<file path="config.mk">
export PLATFORM = sky130hd
export DESIGN_NAME = pwm_pair_slice
export DESIGN_NICKNAME = d
export VERILOG_FILES = /design/src/rtl/pwm_pair_pkg.sv /design/src/rtl/pwm_shadow_regs.sv /design/src/rtl/pwm_count_fsm.sv /design/src/rtl/pwm_cmp_chan.sv /design/src/rtl/pwm_pair_slice.sv
export SDC_FILE = /design/constraint.sdc
export NUM_CORES = 1
export LEC_CHECK = 0
export ABC_AREA = 1
export BUFFER_PORTS_ARGS = -buffer_cell sky130_fd_sc_hd__clkbuf_2
export CAP_MARGIN = 5
export CORE_MARGIN = 1.5
export CORE_UTILIZATION = 63
export DETAILED_ROUTE_END_ITERATION = 8
export PLACE_DENSITY = 0.89
export SYNTH_ARGS = -nofsm -noshare
export SYNTH_HDL_FRONTEND = slang
export SYNTH_SLANG_ARGS = --single-unit
</file>
<file path="constraint.sdc">
create_clock -name clk -period 2.7 [get_ports clk]
set_input_delay 0.135 -clock clk [delete_from_list [all_inputs] [get_ports clk]]
set_output_delay 0.135 -clock clk [all_outputs]
set_load 0.1 [all_outputs]
</file>
<file path="src/rtl/pwm_pair_pkg.sv">
package pwm_pair_pkg;

    localparam int SEL_W = 2;

    localparam logic [SEL_W-1:0] SEL_LIMIT = 2'd0;
    localparam logic [SEL_W-1:0] SEL_THR_A = 2'd1;
    localparam logic [SEL_W-1:0] SEL_THR_B = 2'd2;
    localparam logic [SEL_W-1:0] SEL_CTRL  = 2'd3;

    localparam int CTRL_RUN_BIT    = 0;
    localparam int CTRL_CENTRE_BIT = 1;

    localparam int NUM_CH = 2;

    typedef enum logic [0:0] {
        ST_RISE = 1'b0,
        ST_FALL = 1'b1
    } cnt_state_t;

endpackage

</file>
<file path="src/rtl/pwm_shadow_regs.sv">
module pwm_shadow_regs
    import pwm_pair_pkg::*;
#(
    parameter int W = 16
) (
    input  logic                      clk,
    input  logic                      rst,
    input  logic                      wr_en,
    input  logic [SEL_W-1:0]          wr_sel,
    input  logic [W-1:0]              wr_data,
    input  logic                      load,
    output logic [W-1:0]              limit_act,
    output logic [NUM_CH-1:0][W-1:0]  thr_act,
    output logic                      run,
    output logic                      centre
);

    logic [W-1:0]             limit_sh;
    logic [NUM_CH-1:0][W-1:0] thr_sh;

    // Shadow side and control: written straight from the port.
    always_ff @(posedge clk) begin
        if (rst) begin
            limit_sh <= '0;
            thr_sh   <= '0;
            run      <= 1'b0;
            centre   <= 1'b0;
        end else if (wr_en) begin
            unique case (wr_sel)
                SEL_LIMIT: limit_sh  <= wr_data;
                SEL_THR_A: thr_sh[0] <= wr_data;
                SEL_THR_B: thr_sh[1] <= wr_data;
                SEL_CTRL: begin
                    run    <= wr_data[CTRL_RUN_BIT];
                    centre <= wr_data[CTRL_CENTRE_BIT];
                end
                default: ;
            endcase
        end
    end

    // Running side: copied only at a period boundary.
    always_ff @(posedge clk) begin
        if (rst) begin
            limit_act <= '0;
            thr_act   <= '0;
        end else if (load) begin
            limit_act <= limit_sh;
            thr_act   <= thr_sh;
        end
    end

endmodule

</file>
<file path="src/rtl/pwm_count_fsm.sv">
module pwm_count_fsm
    import pwm_pair_pkg::*;
#(
    parameter int W = 16
) (
    input  logic         clk,
    input  logic         rst,
    input  logic         run,
    input  logic         centre,
    input  logic [W-1:0] limit,
    output logic [W-1:0] cnt,
    output cnt_state_t   st,
    output logic         load
);

    localparam logic [W-1:0] ONE = W'(1);

    cnt_state_t   st_n;
    logic [W-1:0] cnt_n;

    // State register.
    always_ff @(posedge clk) begin
        if (rst) begin
            st  <= ST_RISE;
            cnt <= '0;
        end else begin
            st  <= st_n;
            cnt <= cnt_n;
        end
    end

    // Next state, next count and boundary strobe.
    always_comb begin
        st_n  = st;
        cnt_n = cnt;
        load  = 1'b0;
        if (run) begin
            unique case (st)
                ST_RISE: begin
                    if (cnt >= limit) begin
                        if (!centre || limit <= ONE) begin
                            cnt_n = '0;            // wrap
                            load  = 1'b1;
                        end else begin
                            cnt_n = limit - ONE;   // peak
                            st_n  = ST_FALL;
                        end
                    end else begin
                        cnt_n = cnt + ONE;
                    end
                end
                ST_FALL: begin
                    if (!centre || cnt <= ONE) begin
                        cnt_n = '0;                // floor
                        st_n  = ST_RISE;
                        load  = 1'b1;
                    end else begin
                        cnt_n = cnt - ONE;
                    end
                end
                default: begin
                    cnt_n = '0;
                    st_n  = ST_RISE;
                end
            endcase
        end
    end

endmodule

</file>
<file path="src/rtl/pwm_cmp_chan.sv">
module pwm_cmp_chan #(
    parameter int W = 16
) (
    input  logic         run,
    input  logic [W-1:0] cnt,
    input  logic [W-1:0] thr,
    output logic         pin
);

    always_comb begin
        pin = run && (cnt < thr);
    end

endmodule

</file>
<file path="src/rtl/pwm_pair_slice.sv">
module pwm_pair_slice
    import pwm_pair_pkg::*;
#(
    parameter int W = 16
) (
    input  logic             clk,
    input  logic             rst,
    input  logic             wr_en,
    input  logic [SEL_W-1:0] wr_sel,
    input  logic [W-1:0]     wr_data,
    output logic             pwm_a,
    output logic             pwm_b
);

    logic [W-1:0]             limit_act;
    logic [NUM_CH-1:0][W-1:0] thr_act;
    logic                     run;
    logic                     centre;
    logic                     load;
    logic [W-1:0]             cnt;
    cnt_state_t               st;
    logic [NUM_CH-1:0]        pins;

    pwm_shadow_regs #(.W(W)) u_regs (
        .clk       (clk),
        .rst       (rst),
        .wr_en     (wr_en),
        .wr_sel    (wr_sel),
        .wr_data   (wr_data),
        .load      (load),
        .limit_act (limit_act),
        .thr_act   (thr_act),
        .run       (run),
        .centre    (centre)
    );

    pwm_count_fsm #(.W(W)) u_fsm (
        .clk    (clk),
        .rst    (rst),
        .run    (run),
        .centre (centre),
        .limit  (limit_act),
        .cnt    (cnt),
        .st     (st),
        .load   (load)
    );

    for (genvar g = 0; g < NUM_CH; g++) begin : g_chan
        pwm_cmp_chan #(.W(W)) u_chan (
            .run (run),
            .cnt (cnt),
            .thr (thr_act[g]),
            .pin (pins[g])
        );
    end

    always_comb begin
        pwm_a = pins[0];
        pwm_b = pins[1];
    end

endmodule

</file>
==> results.yml <==
sta:
  relSlewSlack: 0.545
  finalSetupViolations: 0
  holdWs_ps: 11.0
  rsz0062_at_grt: "false"
  fin_skew_ps: 8.35
  finalSetupTns_ps: 0
  max_freq_ghz: 0.384
  period_needed_ps: 2600
  tightestPinTransition_ps: 677
  hold_viol_final: 0
  finalCritPeriodShare: 0.964
  drv_slew: 0
routing:
  routed_wl_um: 19700
  dr.pass1.iters: 5
  post-route-drc-count: 0
  drt_iter0_drc: 687
  vias: 7013
  wl_per_cell_um: 15.9
  routed_via_density: 5.66
  ant_nets: 0
grt:
  grt_overflow_total: 0
  first_global_vias: 6983
  track_usage: 0.353
  grt_max_degree: 49
  antenna_found_initial: 0
  grt_pass1_wl_um: 32500
clock_network:
  clockBufferDepth: 2
  clk_latency_ps: 430
  cts_tree: "built"
  postCtsSetupRepairBufs: 0
  clk_pin_slew_ps: 60
  root_buffer: "clkbuf_16"
  cts_made_buffers: 17
  htreeDepth: 4
  cts_sinks: 115
power:
  powerDensity_nw_per_um2: 737
  ir_drop_mv: 0.610
  total_power_w: 0.00598
  power_leakage_nw: 3.74
floorplanning:
  die_area_um2: 12100
  die_h_um: 110
  die_w_um: 110
  core-area_um2: 11000
  pin_count: 23
  rows: 38
  initial_utilization: 0.655
worst_setup_path:
  critPathKind: "reg2out"
  required_ps: 2570
  cp-start-kind: "flop"
  worst-path-max-fanout: 7
  critPathLaunch: "u_fsm.cnt[0]"
  end_kind: "output port"
  rr_startpoint: "u_fsm.cnt[0]"
  arrival_ps: 2470
synth:
  syn_area_per_cell_um2: 6.78
  ys_warn_count: 0
  synth_area_um2: 7190
  seq_area_frac_synth: 0.320
  syn-instance-count: 1061
  synth-seq-cells: 115
  syn-num-nets: 1133
  synth_cell_types: 29
hold_path:
  min_path_type: "in2reg"
  min_from: "wr_data[13]"
place:
  place_congestion: 0.935
  dp_hpwl_um: 12900
  placed_area_um2: 7400
  port_buffers: 22
outcome:
  status: "complete, no violations"
layout:
  antennaDiodeCount: 0
  final_nets: 1158
  postLayoutCellArea_um2: 8110
  synthToLayoutAreaGrowth_pct: 12.8
  drive_above_1_share: 0.123
run:
  maxCapViolCount: 0
==> final cells by class <==
| class | instances | area [um2] |
|---|---|---|
| multi-input combinational | 793 | 4230 |
| fill | 797 | 2870 |
| sequential | 115 | 2300 |
| clock buffer | 22 | 484 |
| inverter | 106 | 398 |
| timing repair buffer | 53 | 378 |
| tap | 140 | 175 |
| clock inverter | 10 | 146 |
==> flip-flops by register name, summed over array words and instances, names as in the netlist <==
register / count
u_regs.run: 1
u_regs.thr_act: 32
u_fsm.st: 1
u_regs.limit_sh: 16
u_fsm.cnt: 16
u_regs.limit_act: 16
u_regs.thr_sh: 32
u_regs.centre: 1
==> metrics by stage <==
step | utilization | std cells | worst slack (ps)
3_3_place_gp | 0.674 | 1199 | 475
5_1_grt | 0.739 | 1239 | 49.8
6_report | 0.739 | 1239 | 97.1
4_1_cts | 0.738 | 1239 | 83.2
2_1_floorplan | - | 1061 | 258
3_5_place_dp | 0.674 | 1199 | 389
==> logic make-up (layout without fill, tap and decap cells) <==
logic type | count (synthesis) | in the layout | share of synthesized area
AO/OA/AOI/OAI | 124 | 124 | 0.0877
XOR/XNOR | 30 | 30 | 0.0365
adder cells (fa/ha/maj) | 51 | 51 | 0.0887
buffers and inverters | 153 | 191 | 0.0934
flip-flops | 115 | 115 | 0.320
AND/OR/NAND/NOR | 588 | 588 | 0.374
==> routing by layer <==
layer / vias to the layer above / global-route usage / part of all wire
li1: 3435 / - / -
met1: 3186 / 0.412 / 0.41
met2: 319 / 0.572 / 0.47
met3: 73 / 0.102 / 0.086
met4: 0 / 0.208 / 0.040
met5: - / 0 / 0
==> cells in the mapped netlist <==
master	count	area share
buf_12	3	0.0084
o21ai_0	72	0.050
buf_1	4	0.0021
buf_4	3	0.0031
nand4_1	17	0.015
nand3_2	2	0.0028
xnor2_1	5	0.0061
nor2_4	4	0.0063
dfxtp_1	115	0.32
nor2_1	222	0.12
nand2_1	189	0.099
nor2_2	45	0.039
xor2_1	25	0.030
a21oi_1	47	0.033
buf_6	3	0.0047
a21boi_0	2	0.0021
buf_2	12	0.0084
nand3b_1	52	0.054
nand2_4	2	0.0031
clkbuf_1	22	0.011
nand2_2	2	0.0017
nor3_1	5	0.0035
o21ai_1	1	0.00070
inv_1	103	0.054
inv_2	1	0.00052
nand3_1	48	0.033
ha_1	51	0.089
o21a_1	2	0.0021
clkinv_1	2	0.0010
==> path summary, 6_finish.rpt <==
check	to	slack (ps)	depth (start not counted)
setup / recovery	pwm_b	100	8
hold / removal	u_regs.thr_sh[13]	10	3
setup reg to reg	u_regs.thr_act[13]	260	12
hold reg to reg	u_regs.limit_sh[13]	490	2
==> cells in the final DEF (no fill, tap or decap), types with 8 or more instances in the layout <==
cell type	count
clkbuf_2	20
nand3b_1	52
dlygate4sd3_1	8
nor2_1	222
a21oi_1	47
nand3_1	48
buf_4	22
dfxtp_1	115
clkbuf_16	17
o21ai_0	72
ha_1	51
nand2_1	189
inv_1	102
xor2_1	25
nor2_2	45
nand4_1	17
==> power by group <==
group	internal [W]	total, W	leakage [nW]	switching (W)
Sequential	0.00182	0.00194	0.937	0.000122
Clock	0.00156	0.00238	0.307	0.000827
Combinational	0.000556	0.00166	2.50	0.00110
Total	0.00393	0.00598	3.74	0.00205
==> worst max-delay path: stages, from the launching register on <==
cell and delay [ps]:
dfxtp_1 440, inv_1 190, nand2_1 120, a21oi_1 70
o21ai_0 420, nand4_1 170, a21boi_0 270, nor3_2 70
buf_2 290
==> timing repair <==
| action | in CTS | in global routing |
|---|---|---|
| hold buffers | 8 | 0 |
| endpoints found under the hold margin | 11 | 0 |
| endpoints found under the setup margin | 0 | 2 |
| gates resized for setup | 0 | 3 |
Power figures use the tool's default switching activity.
